$ cat src/rtl/mbx_pkg.sv
package mbx_pkg;
  // Word indices (byte offset / 4) of the per-user interrupt registers.
  function automatic int unsigned stat_word(bit alt, int unsigned u);
    return alt ? (32'h41 + 4 * u) : (32'h40 + 2 * u);
  endfunction

  function automatic int unsigned en_word(bit alt, int unsigned u);
    return alt ? (32'h42 + 4 * u) : (32'h41 + 2 * u);
  endfunction

  function automatic int unsigned clr_word(int unsigned u);
    return 32'h43 + 4 * u;
  endfunction

  localparam int unsigned MSG_BASE_W  = 16;  // 0x040
  localparam int unsigned FULL_BASE_W = 32;  // 0x080
  localparam int unsigned CNT_BASE_W  = 48;  // 0x0C0
endpackage

$ cat src/rtl/mbx_queue.sv
module mbx_queue #(
  parameter int DEPTH = 4,
  parameter int W     = 32,
  localparam int PW   = (DEPTH > 1) ? $clog2(DEPTH) : 1,
  localparam int CW   = $clog2(DEPTH + 1)
) (
  input  logic          clk,
  input  logic          rst_n,
  input  logic          push_i,
  input  logic          pop_i,
  input  logic [W-1:0]  wdata_i,
  output logic [W-1:0]  head_o,
  output logic [CW-1:0] count_o,
  output logic          full_o,
  output logic          left_full_o
);
  logic [W-1:0]  mem [DEPTH];
  logic [PW-1:0] wr_q, wr_n, rd_q, rd_n;
  logic [CW-1:0] cnt_q, cnt_n;
  logic [W-1:0]  last_q, last_n;
  logic          do_push, do_pop, empty;

  assign empty   = (cnt_q == '0);
  assign full_o  = (cnt_q == CW'(DEPTH));
  assign do_push = push_i & ~full_o;
  assign do_pop  = pop_i & ~empty;

  function automatic logic [PW-1:0] inc(logic [PW-1:0] p);
    return (p == PW'(DEPTH - 1)) ? '0 : p + 1'b1;
  endfunction

  always_comb begin
    wr_n   = wr_q;
    rd_n   = rd_q;
    cnt_n  = cnt_q;
    last_n = last_q;
    if (do_push) begin
      wr_n  = inc(wr_q);
      cnt_n = cnt_q + 1'b1;
    end
    if (do_pop) begin
      rd_n   = inc(rd_q);
      cnt_n  = cnt_q - 1'b1;
      last_n = mem[rd_q];
    end
  end

  always_ff @(posedge clk or negedge rst_n) begin
    if (!rst_n) begin
      wr_q   <= '0;
      rd_q   <= '0;
      cnt_q  <= '0;
      last_q <= '0;
    end else begin
      wr_q   <= wr_n;
      rd_q   <= rd_n;
      cnt_q  <= cnt_n;
      last_q <= last_n;
    end
  end

  always_ff @(posedge clk) begin
    if (do_push) mem[wr_q] <= wdata_i;
  end

  assign head_o      = empty ? last_q : mem[rd_q];
  assign count_o     = cnt_q;
  assign left_full_o = do_pop & full_o;

  p_drop_full_r3: assert property (@(posedge clk) disable iff (!rst_n)
    push_i && full_o && !pop_i |=> count_o == CW'(DEPTH));
  p_empty_pop_r3: assert property (@(posedge clk) disable iff (!rst_n)
    pop_i && empty && !push_i |=> count_o == '0 && $stable(head_o));
  p_count_bound_r5: assert property (@(posedge clk) disable iff (!rst_n)
    count_o <= CW'(DEPTH));
endmodule

$ cat src/rtl/mbx_user.sv
module mbx_user #(
  parameter int NB = 8
) (
  input  logic          clk,
  input  logic          rst_n,
  input  logic [NB-1:0] ev_i,
  input  logic          st_w1c_i,
  input  logic          en_wr_i,
  input  logic          en_set_i,
  input  logic          en_clr_i,
  input  logic [NB-1:0] wdata_i,
  output logic [NB-1:0] status_o,
  output logic [NB-1:0] enable_o,
  output logic          irq_o
);
  logic [NB-1:0] st_q, st_n, en_q, en_n;

  always_comb begin
    st_n = (st_q & ~(st_w1c_i ? wdata_i : '0)) | ev_i;
    en_n = en_q;
    if (en_wr_i)       en_n = wdata_i;
    else if (en_set_i) en_n = en_q | wdata_i;
    else if (en_clr_i) en_n = en_q & ~wdata_i;
  end

  always_ff @(posedge clk or negedge rst_n) begin
    if (!rst_n) begin
      st_q <= '0;
      en_q <= '0;
    end else begin
      st_q <= st_n;
      en_q <= en_n;
    end
  end

  assign status_o = st_q;
  assign enable_o = en_q;
  assign irq_o    = |(st_q & en_q);

  p_event_sets_r6: assert property (@(posedge clk) disable iff (!rst_n)
    |ev_i |=> (status_o & $past(ev_i)) == $past(ev_i));
  p_w1c_r8: assert property (@(posedge clk) disable iff (!rst_n)
    st_w1c_i && ev_i == '0 |=> (status_o & $past(wdata_i)) == '0);
  p_en_clr_r10: assert property (@(posedge clk) disable iff (!rst_n)
    en_clr_i |=> (enable_o & $past(wdata_i)) == '0);
  p_en_set_r10: assert property (@(posedge clk) disable iff (!rst_n)
    en_set_i |=> (enable_o & $past(wdata_i)) == $past(wdata_i));
endmodule

$ cat src/rtl/mbx_ctrl.sv
module mbx_ctrl #(
  parameter int       NUM_QUEUES  = 4,
  parameter int       NUM_USERS   = 3,
  parameter int       DEPTH       = 4,
  parameter bit       ALT_LAYOUT  = 1'b0,
  parameter int       ADDR_W      = 9,
  parameter bit [3:0] REV_MAJOR   = 4'h2,
  parameter bit [3:0] REV_MINOR   = 4'h1
) (
  input  logic                 clk,
  input  logic                 rst_n,
  input  logic                 bus_sel,
  input  logic                 bus_wr,
  input  logic [ADDR_W-1:0]    bus_addr,
  input  logic [31:0]          bus_wdata,
  output logic [31:0]          bus_rdata,
  output logic [NUM_USERS-1:0] irq_o
);
  import mbx_pkg::*;

  localparam int NB   = 2 * NUM_QUEUES;
  localparam int CW   = $clog2(DEPTH + 1);
  localparam int WI_W = ADDR_W - 2;

  logic [WI_W-1:0] wi;
  logic            unused_addr;
  assign wi          = bus_addr[ADDR_W-1:2];
  assign unused_addr = ^bus_addr[1:0];

  logic [NUM_QUEUES-1:0]          push, pop, full, left_full;
  logic [NUM_QUEUES-1:0][31:0]    head;
  logic [NUM_QUEUES-1:0][CW-1:0]  cnt;
  logic [NB-1:0]                  ev;
  logic [NUM_USERS-1:0][NB-1:0]   st_all, en_all;
  logic [31:0]                    rd_n, rd_q;

  for (genvar q = 0; q < NUM_QUEUES; q++) begin : g_q
    assign push[q] = bus_sel &  bus_wr & (wi == WI_W'(MSG_BASE_W + q));
    assign pop[q]  = bus_sel & ~bus_wr & (wi == WI_W'(MSG_BASE_W + q));
    mbx_queue #(.DEPTH(DEPTH), .W(32)) u_queue (
      .clk(clk), .rst_n(rst_n), .push_i(push[q]), .pop_i(pop[q]),
      .wdata_i(bus_wdata), .head_o(head[q]), .count_o(cnt[q]),
      .full_o(full[q]), .left_full_o(left_full[q]));
    assign ev[2*q]   = push[q] & ~full[q];
    assign ev[2*q+1] = left_full[q];
  end

  for (genvar u = 0; u < NUM_USERS; u++) begin : g_u
    logic st_w1c, en_wr, en_set, en_clr;
    assign st_w1c = bus_sel & bus_wr & (wi == WI_W'(stat_word(ALT_LAYOUT, u)));
    if (ALT_LAYOUT) begin : g_alt
      assign en_wr  = 1'b0;
      assign en_set = bus_sel & bus_wr & (wi == WI_W'(en_word(1'b1, u)));
      assign en_clr = bus_sel & bus_wr & (wi == WI_W'(clr_word(u)));
    end else begin : g_leg
      assign en_wr  = bus_sel & bus_wr & (wi == WI_W'(en_word(1'b0, u)));
      assign en_set = 1'b0;
      assign en_clr = 1'b0;
    end
    mbx_user #(.NB(NB)) u_user (
      .clk(clk), .rst_n(rst_n), .ev_i(ev), .st_w1c_i(st_w1c),
      .en_wr_i(en_wr), .en_set_i(en_set), .en_clr_i(en_clr),
      .wdata_i(bus_wdata[NB-1:0]), .status_o(st_all[u]),
      .enable_o(en_all[u]), .irq_o(irq_o[u]));
  end

  always_comb begin
    rd_n = '0;
    if (wi == '0) rd_n = {24'b0, REV_MAJOR, REV_MINOR};
    for (int q = 0; q < NUM_QUEUES; q++) begin
      if (wi == WI_W'(MSG_BASE_W + q))  rd_n = head[q];
      if (wi == WI_W'(FULL_BASE_W + q)) rd_n = {31'b0, full[q]};
      if (wi == WI_W'(CNT_BASE_W + q))  rd_n = 32'(cnt[q]);
    end
    for (int u = 0; u < NUM_USERS; u++) begin
      if (wi == WI_W'(stat_word(ALT_LAYOUT, u))) rd_n = 32'(st_all[u]);
      if (wi == WI_W'(en_word(ALT_LAYOUT, u)))   rd_n = 32'(en_all[u]);
      if (ALT_LAYOUT && wi == WI_W'(clr_word(u))) rd_n = 32'(en_all[u]);
    end
  end

  always_ff @(posedge clk or negedge rst_n) begin
    if (!rst_n)                rd_q <= '0;
    else if (bus_sel && !bus_wr) rd_q <= rd_n;
  end

  assign bus_rdata = rd_q;

  p_one_event_kind_r6: assert property (@(posedge clk) disable iff (!rst_n)
    $countones(push & ~full) + $countones(left_full) <= 1);
  p_irq_clear_r11: assert property (@(posedge clk) disable iff (!rst_n)
    !bus_sel |=> $stable(irq_o));
endmodule

$ cat config.mk
export PLATFORM = sky130hd
export DESIGN_NAME = mbx_ctrl
export DESIGN_NICKNAME = d
export VERILOG_FILES = /design/src/rtl/mbx_pkg.sv /design/src/rtl/mbx_queue.sv /design/src/rtl/mbx_user.sv /design/src/rtl/mbx_ctrl.sv
export SDC_FILE = /design/constraint.sdc
export NUM_CORES = 1
export LEC_CHECK = 0
export BUFFER_PORTS_ARGS = -buffer_cell sky130_fd_sc_hd__clkbuf_2
export CORE_MARGIN = 10
export CORE_UTILIZATION = 67
export CTS_CLUSTER_SIZE = 10
export DETAILED_ROUTE_END_ITERATION = 8
export GPL_ROUTABILITY_DRIVEN = 1
export MAX_ROUTING_LAYER = met4
export PLACE_DENSITY = 0.82
export SKIP_LAST_GASP = 1
export SYNTH_ARGS = -nofsm -noshare
export SYNTH_HDL_FRONTEND = slang
export SYNTH_SLANG_ARGS = --single-unit
$ cat constraint.sdc
create_clock -name clk -period 5.4 [get_ports clk]
set_clock_uncertainty 0.2 [all_clocks]
set_input_delay 1.08 -clock clk [delete_from_list [all_inputs] [get_ports clk]]
set_output_delay 1.08 -clock clk [all_outputs]
set_load 0.05 [all_outputs]
==> run_results.csv, run 1 <==
group,metric,value,unit
outcome,status,"finished, final reports clean",
clock_tree,numCtsBuffers,85,
setup_path,cp-start-kind,"input pin",
synthesis,synth_area_leaders,"edfxtp_1 (50%), dfrtp_1 (19%), mux4_2 (9.4%)",
sta,rsz0062_at_grt,"false",
synthesis,synth.top_cell.area_share,0.499,
global_routing,antenna_found_initial,3,
placement,place_inst,2558,
detailed_routing,routedWlPerCell,29.9,um
detailed_routing,wl,81000,um
setup_path,crit_path_end_kind,"register",
sta,fmax,271,MHz
power_and_ir_drop,power_density,357,nW/um^2
global_routing,grt_use_met3,0.0632,
synthesis,synth_nets,2008,
global_routing,grt_max_degree,109,
global_routing,grt-busiest-layer,"met2",
synthesis,synthFlopType,"edfxtp_1",
detailed_routing,drc,0,
final_layout,nets,2114,
setup_path,ff2ff_path_depth,7,
synthesis,yosys_warnings,0,
clock_tree,clock_latency,0.63,ns
placement,dp_hpwl,45600,um
synthesis,syn_area,30800,um^2
clock_tree,post_cts_resized,0,
run,cap_viol_max_count,0,
clock_tree,clk_pin_slew,0.05,ns
setup_path,path_class,"in -> reg",
clock_tree,ctsHoldBuffers,0,
synthesis,synth.largest_area_cell,"edfxtp_1",
clock_tree,post-cts-setup-buffer-count,0,
floorplanning,io_pins,80,
synthesis,synth_compound_area_frac,0.0468,
floorplanning,die_area,55000,um^2
sta,setup_ws,1.70,ns
synthesis,async_flop_share,0.316,
sta,tightest_slew,1.07,ns
synthesis,syn_inst,1939,
setup_path,arrival,3.73,ns
global_routing,gr-usage-met2,0.491,
clock_tree,cts_tree,"built",
setup_path,required,5.43,ns
synthesis,post-synth-top-count-cell,"edfxtp_1",
power_and_ir_drop,ir_drop,0.000345,V
floorplanning,die_w,234,um
synthesis,syn_area_per_cell,15.9,um^2
power_and_ir_drop,power,0.0123,W
sta,period_minus_slack,3.70,ns
global_routing,grt_usage,0.313,
sta,fin_crit_sh,0.684,
setup_path,worstPathMaxFanout,32,
synthesis,yosys-top-cells-count,"edfxtp_1 (512), nand2_1 (322), dfrtp_1 (236)",
global_routing,grt_overflow,0,
floorplanning,num_rows,78,
sta,finalHoldViolations,0,
synthesis,synth_top_family_by_area,"multiplexers",
power_and_ir_drop,p_leak,13.4,nW
global_routing,grt_util_met1,0.396,
synthesis,synth-seq-area-share,0.691,
placement,port_buffers,77,
final_layout,layout-drive-gt1-share,0.249,
synthesis,synth-edff-count,512,
detailed_routing,drtIter0Drc,2291,
clock_tree,cts_root_buf,"clkbuf_16",
sta,maxSlewHeadroom,0.284,
floorplanning,design.core.area,45400,um^2
synthesis,synthSimpleGateAreaFrac,0.0674,
synthesis,synthAdderAreaFrac,0.0107,
final_layout,area_growth_syn_to_layout,11.9,%
clock_tree,cts.sink_count,748,
worst_hold_path,hp-class,"reg -> reg",
sta,fin_setup_tns,0,ns
synthesis,synth.ff_latch_count,748,
final_layout,instances_no_fill,2712,
floorplanning,die_h,234,um
clock_tree,cts_buffer_depth,3,
detailed_routing,ant_nets,0,
sta,timing.final.max_slew_violations,0,
floorplanning,start_util,0.679,
worst_hold_path,min_path_cells,2,
synthesis,synthMuxAreaShare,0.163,
clock_tree,cts_max_level,3,
detailed_routing,vias,18523,
global_routing,grt_pass1_wl,122000,um
placement,gp_congestion,0.923,
synthesis,synth_xor_area_frac,0.00227,
synthesis,synth_cell_type_count,63,
sta,setup_viol,0,
detailed_routing,drt-pass1-iter-count,5,
detailed_routing,vias_per_cell,6.83,
global_routing,grt_pass1_vias,19451,
placement,dp_slack,1.17,ns
metrics by stage:
stage / area (um^2) / util / hold slack (ns)
floorplan: 30800 / - / 0.245
global placement: 32000 / 0.705 / 0.259
detailed placement: 32000 / 0.705 / 0.267
CTS: 34500 / 0.759 / 0.280
global route: 34500 / 0.759 / 0.293
finish: 34500 / 0.759 / 0.280
power breakdown:
group	leakage [nW]	internal [W]	switching [W]
clock network	1.18	0.00303	0.00220
registers	7.79	0.00623	0.000106
logic	4.45	0.000266	0.000474
kinds of logic after synthesis:
group                    Yosys count
AO/OA/AOI/OAI                    241
XOR/XNOR                           8
multiplexers                     326
flip-flops                       748
AND/OR/NAND/NOR                  462
adder cells (fa/ha/maj)           24
buffers and inverters            130
metal layers:
metal,up-vias,part of all wire
met5,-,0
met2,1164,0.49
met1,9516,0.36
met4,0,0.047
li1,7586,-
met3,257,0.099
final cells by class:
| type | instances | area [um^2] |
|---|---|---|
| Clock inverter | 4 | 53.8 |
| Fill cell | 2520 | 10900 |
| Timing Repair Buffer | 128 | 866 |
| Antenna cell | 2 | 5.00 |
| Inverter | 21 | 78.8 |
| Tap cell | 600 | 751 |
| Multi-Input combinational cell | 1061 | 8990 |
| Clock buffer | 148 | 2430 |
| Sequential cell | 748 | 21300 |
worst max-delay path, cell delays in order:
cell and delay [ns]:
clkbuf_2 0.28, or3b_2 0.54, nor3_1 0.25, and3_1 0.61, and2_2 0.93
registers in the layout, summed over array words and instances, names as in the netlist:
signal,count
g_q.u_queue.mem,512
g_q.u_queue.last_q,128
bus_rdata,32
g_u.u_user.enable_o,24
g_u.u_user.status_o,24
g_q.u_queue.count_o,12
g_q.u_queue.rd_q,8
g_q.u_queue.wr_q,8
worst paths after layout:
| check | startpoint | end | slack [ns] |
|---|---|---|---|
| setup / recovery | bus_addr[6] | g_q[2].u_queue.mem[1][30] | 1.70 |
| hold / removal | g_q[3].u_queue.last_q[28] | g_q[3].u_queue.last_q[28] | 0.28 |
| setup reg to reg | g_q[2].u_queue.rd_q[0] | bus_rdata[6] | 2.05 |
| hold reg to reg | g_q[3].u_queue.last_q[28] | g_q[3].u_queue.last_q[28] | 0.28 |
| max in group asynchronous | rst_n | bus_rdata[23] | 3.51 |
| min in group asynchronous | rst_n | bus_rdata[15] | 0.29 |
placed cells by master (no fill, tap or decap), types with 59 or more instances in the layout:
cell       Yosys  layout
clkbuf_1      52      59
nand2_1      322     322
clkbuf_16      0      87
mux2i_1       73      73
dfrtp_1      236     228
a21oi_1       85      85
clkbuf_2       0      76
edfxtp_1     512     512
mux2_2       125     125
mux4_2       128     128
Note: power is estimated with default switching activity, not from simulation.
==> run 2, diff against run 1 <==
ABC_AREA = 1   (was not set)
CORE_UTILIZATION = 56   (was 67)
PLACE_DENSITY = 0.73   (was 0.82)
clock period = 3.4 ns   (was 5.4 ns; I/O delays follow)
==> run 2 against run 1 <==
Compared with the run above: non-clock buffer count rose by 32; count of clock-buffer cells in the layout rose by 2; worst setup slack got worse by 1.4 ns; sequential share of layout area fell by 1.5 points; via count rose by 19%; sequential power rose by 58%; global-route usage fell by 4.6 points; die area rose by 19%; cell count rose by 34%; synthesized cell count rose by 40%; design area rose by 2.4%; critical endpoint is now bus_rdata[0].
==> run_results.csv, run 2 <==
group,metric,value,unit
synthesis,post-synth-top-count-cell,"nand2_1",
floorplanning,design.core.area,55000,um^2
placement,dp_slack,0.316,ns
power_and_ir_drop,p_leak,13.6,nW
setup_path,path_delay_family,"simple AND/OR/NAND/NOR gates",
clock_tree,numCtsBuffers,86,
detailed_routing,wl,86000,um
clock_tree,clock_latency,0.66,ns
global_routing,grt_pass1_wl,130000,um
synthesis,syn_area,31000,um^2
synthesis,synth_area_leaders,"edfxtp_1 (50%), dfrtp_1 (19%), o21ai_0 (6.3%)",
worst_hold_path,hp-class,"in -> reg",
setup_path,crit_path_end_kind,"register",
sta,setup_ws,0.340,ns
floorplanning,die_h,255,um
sta,fin_crit_sh,0.900,
setup_path,arrival,3.40,ns
synthesis,yosys-top-cells-count,"nand2_1 (518), edfxtp_1 (512), o21ai_0 (393)",
power_and_ir_drop,internal_power,0.0151,W
final_layout,area_growth_syn_to_layout,13.7,%
synthesis,syn_area_per_cell,11.4,um^2
synthesis,yosys_warnings,0,
final_layout,final_common_cell,"nand2_1",
clock_tree,clk_pin_slew,0.06,ns
setup_path,path_class,"reg -> reg",
placement,gp_congestion,0.886,
setup_path,critPathSlowestCell,"dfrtp_2",
final_layout,top_register,"g_q.u_queue.mem",
sta,setup_viol,0,
clock_tree,cts_max_level,3,
detailed_routing,drt-pass1-iter-count,6,
run,cap_viol_max_count,0,
sta,rsz0062_at_grt,"false",
detailed_routing,drtIter0Drc,2298,
global_routing,grt_overflow,0,
clock_tree,cts.sink_count,748,
power_and_ir_drop,ir_drop,0.000516,V
power_and_ir_drop,power_switching,0.00467,W
setup_path,path_cells,"inv_2 -> buf_4 -> nand2_1 -> nand3_1 -> nand2_1 -> a21oi_1 -> nor2_1 -> nand4_1 -> nand2_1 -> nand3_1 -> nand2_1 -> nand4_1 -> nor2_1 -> nand3_1 -> nand2_1 -> nand2_1",
synthesis,async_flop_share,0.316,
detailed_routing,drc,0,
final_layout,final_util,0.642,
sta,fmax,327,MHz
power_and_ir_drop,p_seq_frac,0.506,
clock_tree,cts_tree,"built",
clock_tree,cts_buffer_depth,3,
placement,dp_hpwl,53000,um
synthesis,synth_nets,2786,
synthesis,synth.largest_area_cell,"edfxtp_1",
sta,timing.final.max_slew_violations,0,
sta,maxSlewHeadroom,0.463,
synthesis,synth.ff_latch_count,748,
detailed_routing,vias,22029,
global_routing,grt_usage,0.267,
synthesis,synth_cell_type_count,47,
synthesis,synth-seq-area-share,0.685,
power_and_ir_drop,power.share.combinational,0.064,
clock_tree,cts_root_buf,"clkbuf_16",
synthesis,synth-edff-count,512,
placement,port_buffers,77,
outcome,status,"finished, final reports clean",
floorplanning,io_pins,80,
global_routing,antenna_found_initial,1,
setup_path,required,3.74,ns
sta,period_minus_slack,3.06,ns
power_and_ir_drop,power,0.0197,W
global_routing,grt_max_degree,82,
setup_path,worstPathMaxFanout,31,
detailed_routing,routedWlPerCell,23.7,um
power_and_ir_drop,power_density,559,nW/um^2
detailed_routing,ant_nets,0,
sta,tightest_slew,0.805,ns
final_layout,final_cell_mix,"nand2_1 (516), edfxtp_1 (512), o21ai_0 (393), dfrtp_1 (232), nor2_1 (217)",
setup_path,cp_common_cell,"nand2_1",
sta,whs,0.226,ns
synthesis,synthFlopType,"edfxtp_1",
floorplanning,start_util,0.565,
setup_path,crit_buf_inv,2,
setup_path,cp-start-kind,"register",
final_layout,largest_reg_flops,512,
sta,finalHoldViolations,0,
clock_tree,post_cts_resized,0,
final_layout,nets,2884,
final_layout,layout-drive-gt1-share,0.126,
synthesis,syn_inst,2717,
power_and_ir_drop,swShare,0.237,
floorplanning,num_rows,86,
setup_path,max_stage_delay,0.64,ns
global_routing,grt_pass1_vias,21458,
detailed_routing,vias_per_cell,6.06,
power_and_ir_drop,clkPwrFrac,0.431,
synthesis,synth.top_cell.area_share,0.495,
floorplanning,die_w,255,um
floorplanning,die_area,65300,um^2
-- run 2: changes by cell type after synthesis, moves of 33 or more --
cell,delta
mux2_2,-113
mux4_2,-128
a32o_1,+55
inv_1,+106
o21ai_1,+33
o21ai_0,+345
nor2_1,+203
a21oi_1,+89
nand2_1,+196
mux2i_1,-73
-- run 2: cell type report --
| class | count | area, um^2 |
|---|---|---|
| Clock inverter | 10 | 189 |
| Clock buffer | 150 | 2410 |
| Inverter | 147 | 552 |
| Sequential cell | 748 | 21300 |
| Tap cell | 748 | 936 |
| Antenna cell | 1 | 2.50 |
| Fill cell | 4094 | 19700 |
| Multi-Input combinational cell | 1672 | 8620 |
| Timing Repair Buffer | 160 | 1300 |
-- run 2: what timing repair did --
action                                 CTS  global route
endpoints found under the hold margin   78             0
buffers inserted                         0             0
hold buffers                             1             0
-- run 2: metal layers --
metal  vias to the layer above  track usage  wire length [um]
met4                         0        0.125              4330
met5                         -            -                 0
li1                       9843            -                 -
met3                       255       0.0413              7570
met1                     10827        0.336             33000
met2                      1104        0.423             41100
-- run 2: cells by family after synthesis --
| group | share of synthesized area |
|---|---|
| DFF | 0.685 |
| AOI/OAI and AO/OA | 0.145 |
| buffers and inverters | 0.0409 |
| adders and majority gates | 0.0106 |
| and+or+nand+nor | 0.111 |
| xor gates and xnor gates | 0.00226 |
| muxes | 0.00435 |
-- run 2: path summary, 6_finish.rpt --
path,end,depth (start not counted),slack [ns],start
worst max-delay path,bus_rdata[0],16,0.34,g_q[1].u_queue.rd_q[0]
worst min-delay path,g_q[0].u_queue.mem[1][24],1,0.23,bus_wdata[24]
worst max register to register,bus_rdata[0],16,0.34,g_q[1].u_queue.rd_q[0]
worst min register to register,bus_rdata[7],2,0.28,bus_rdata[7]
max in group asynchronous,g_q[3].u_queue.last_q[26],3,1.68,rst_n
min in group asynchronous,bus_rdata[29],2,0.44,rst_n
-- run 2: metrics by stage --
step           instance area, um^2  std cells  TNS [ns]
2_1_floorplan                31100       2717    -35.77
3_3_place_gp                 32700       3474         0
3_5_place_dp                 32700       3474         0
4_1_cts                      35300       3635         0
5_1_grt                      35300       3636         0
6_report                     35300       3636         0
-- run 2: power by group through the flow --
stage | Sequential (W) | Combinational [W] | Clock, W
5_1_grt | 0.00998 | 0.00137 | 0.00896
2_1_floorplan | 0.0101 | 0.000702 | 0
6_report | 0.00997 | 0.00125 | 0.00850
3_5_place_dp | 0.0101 | 0.00123 | 0
4_1_cts | 0.00997 | 0.00124 | 0.00859
3_3_place_gp | 0.0101 | 0.00117 | 0
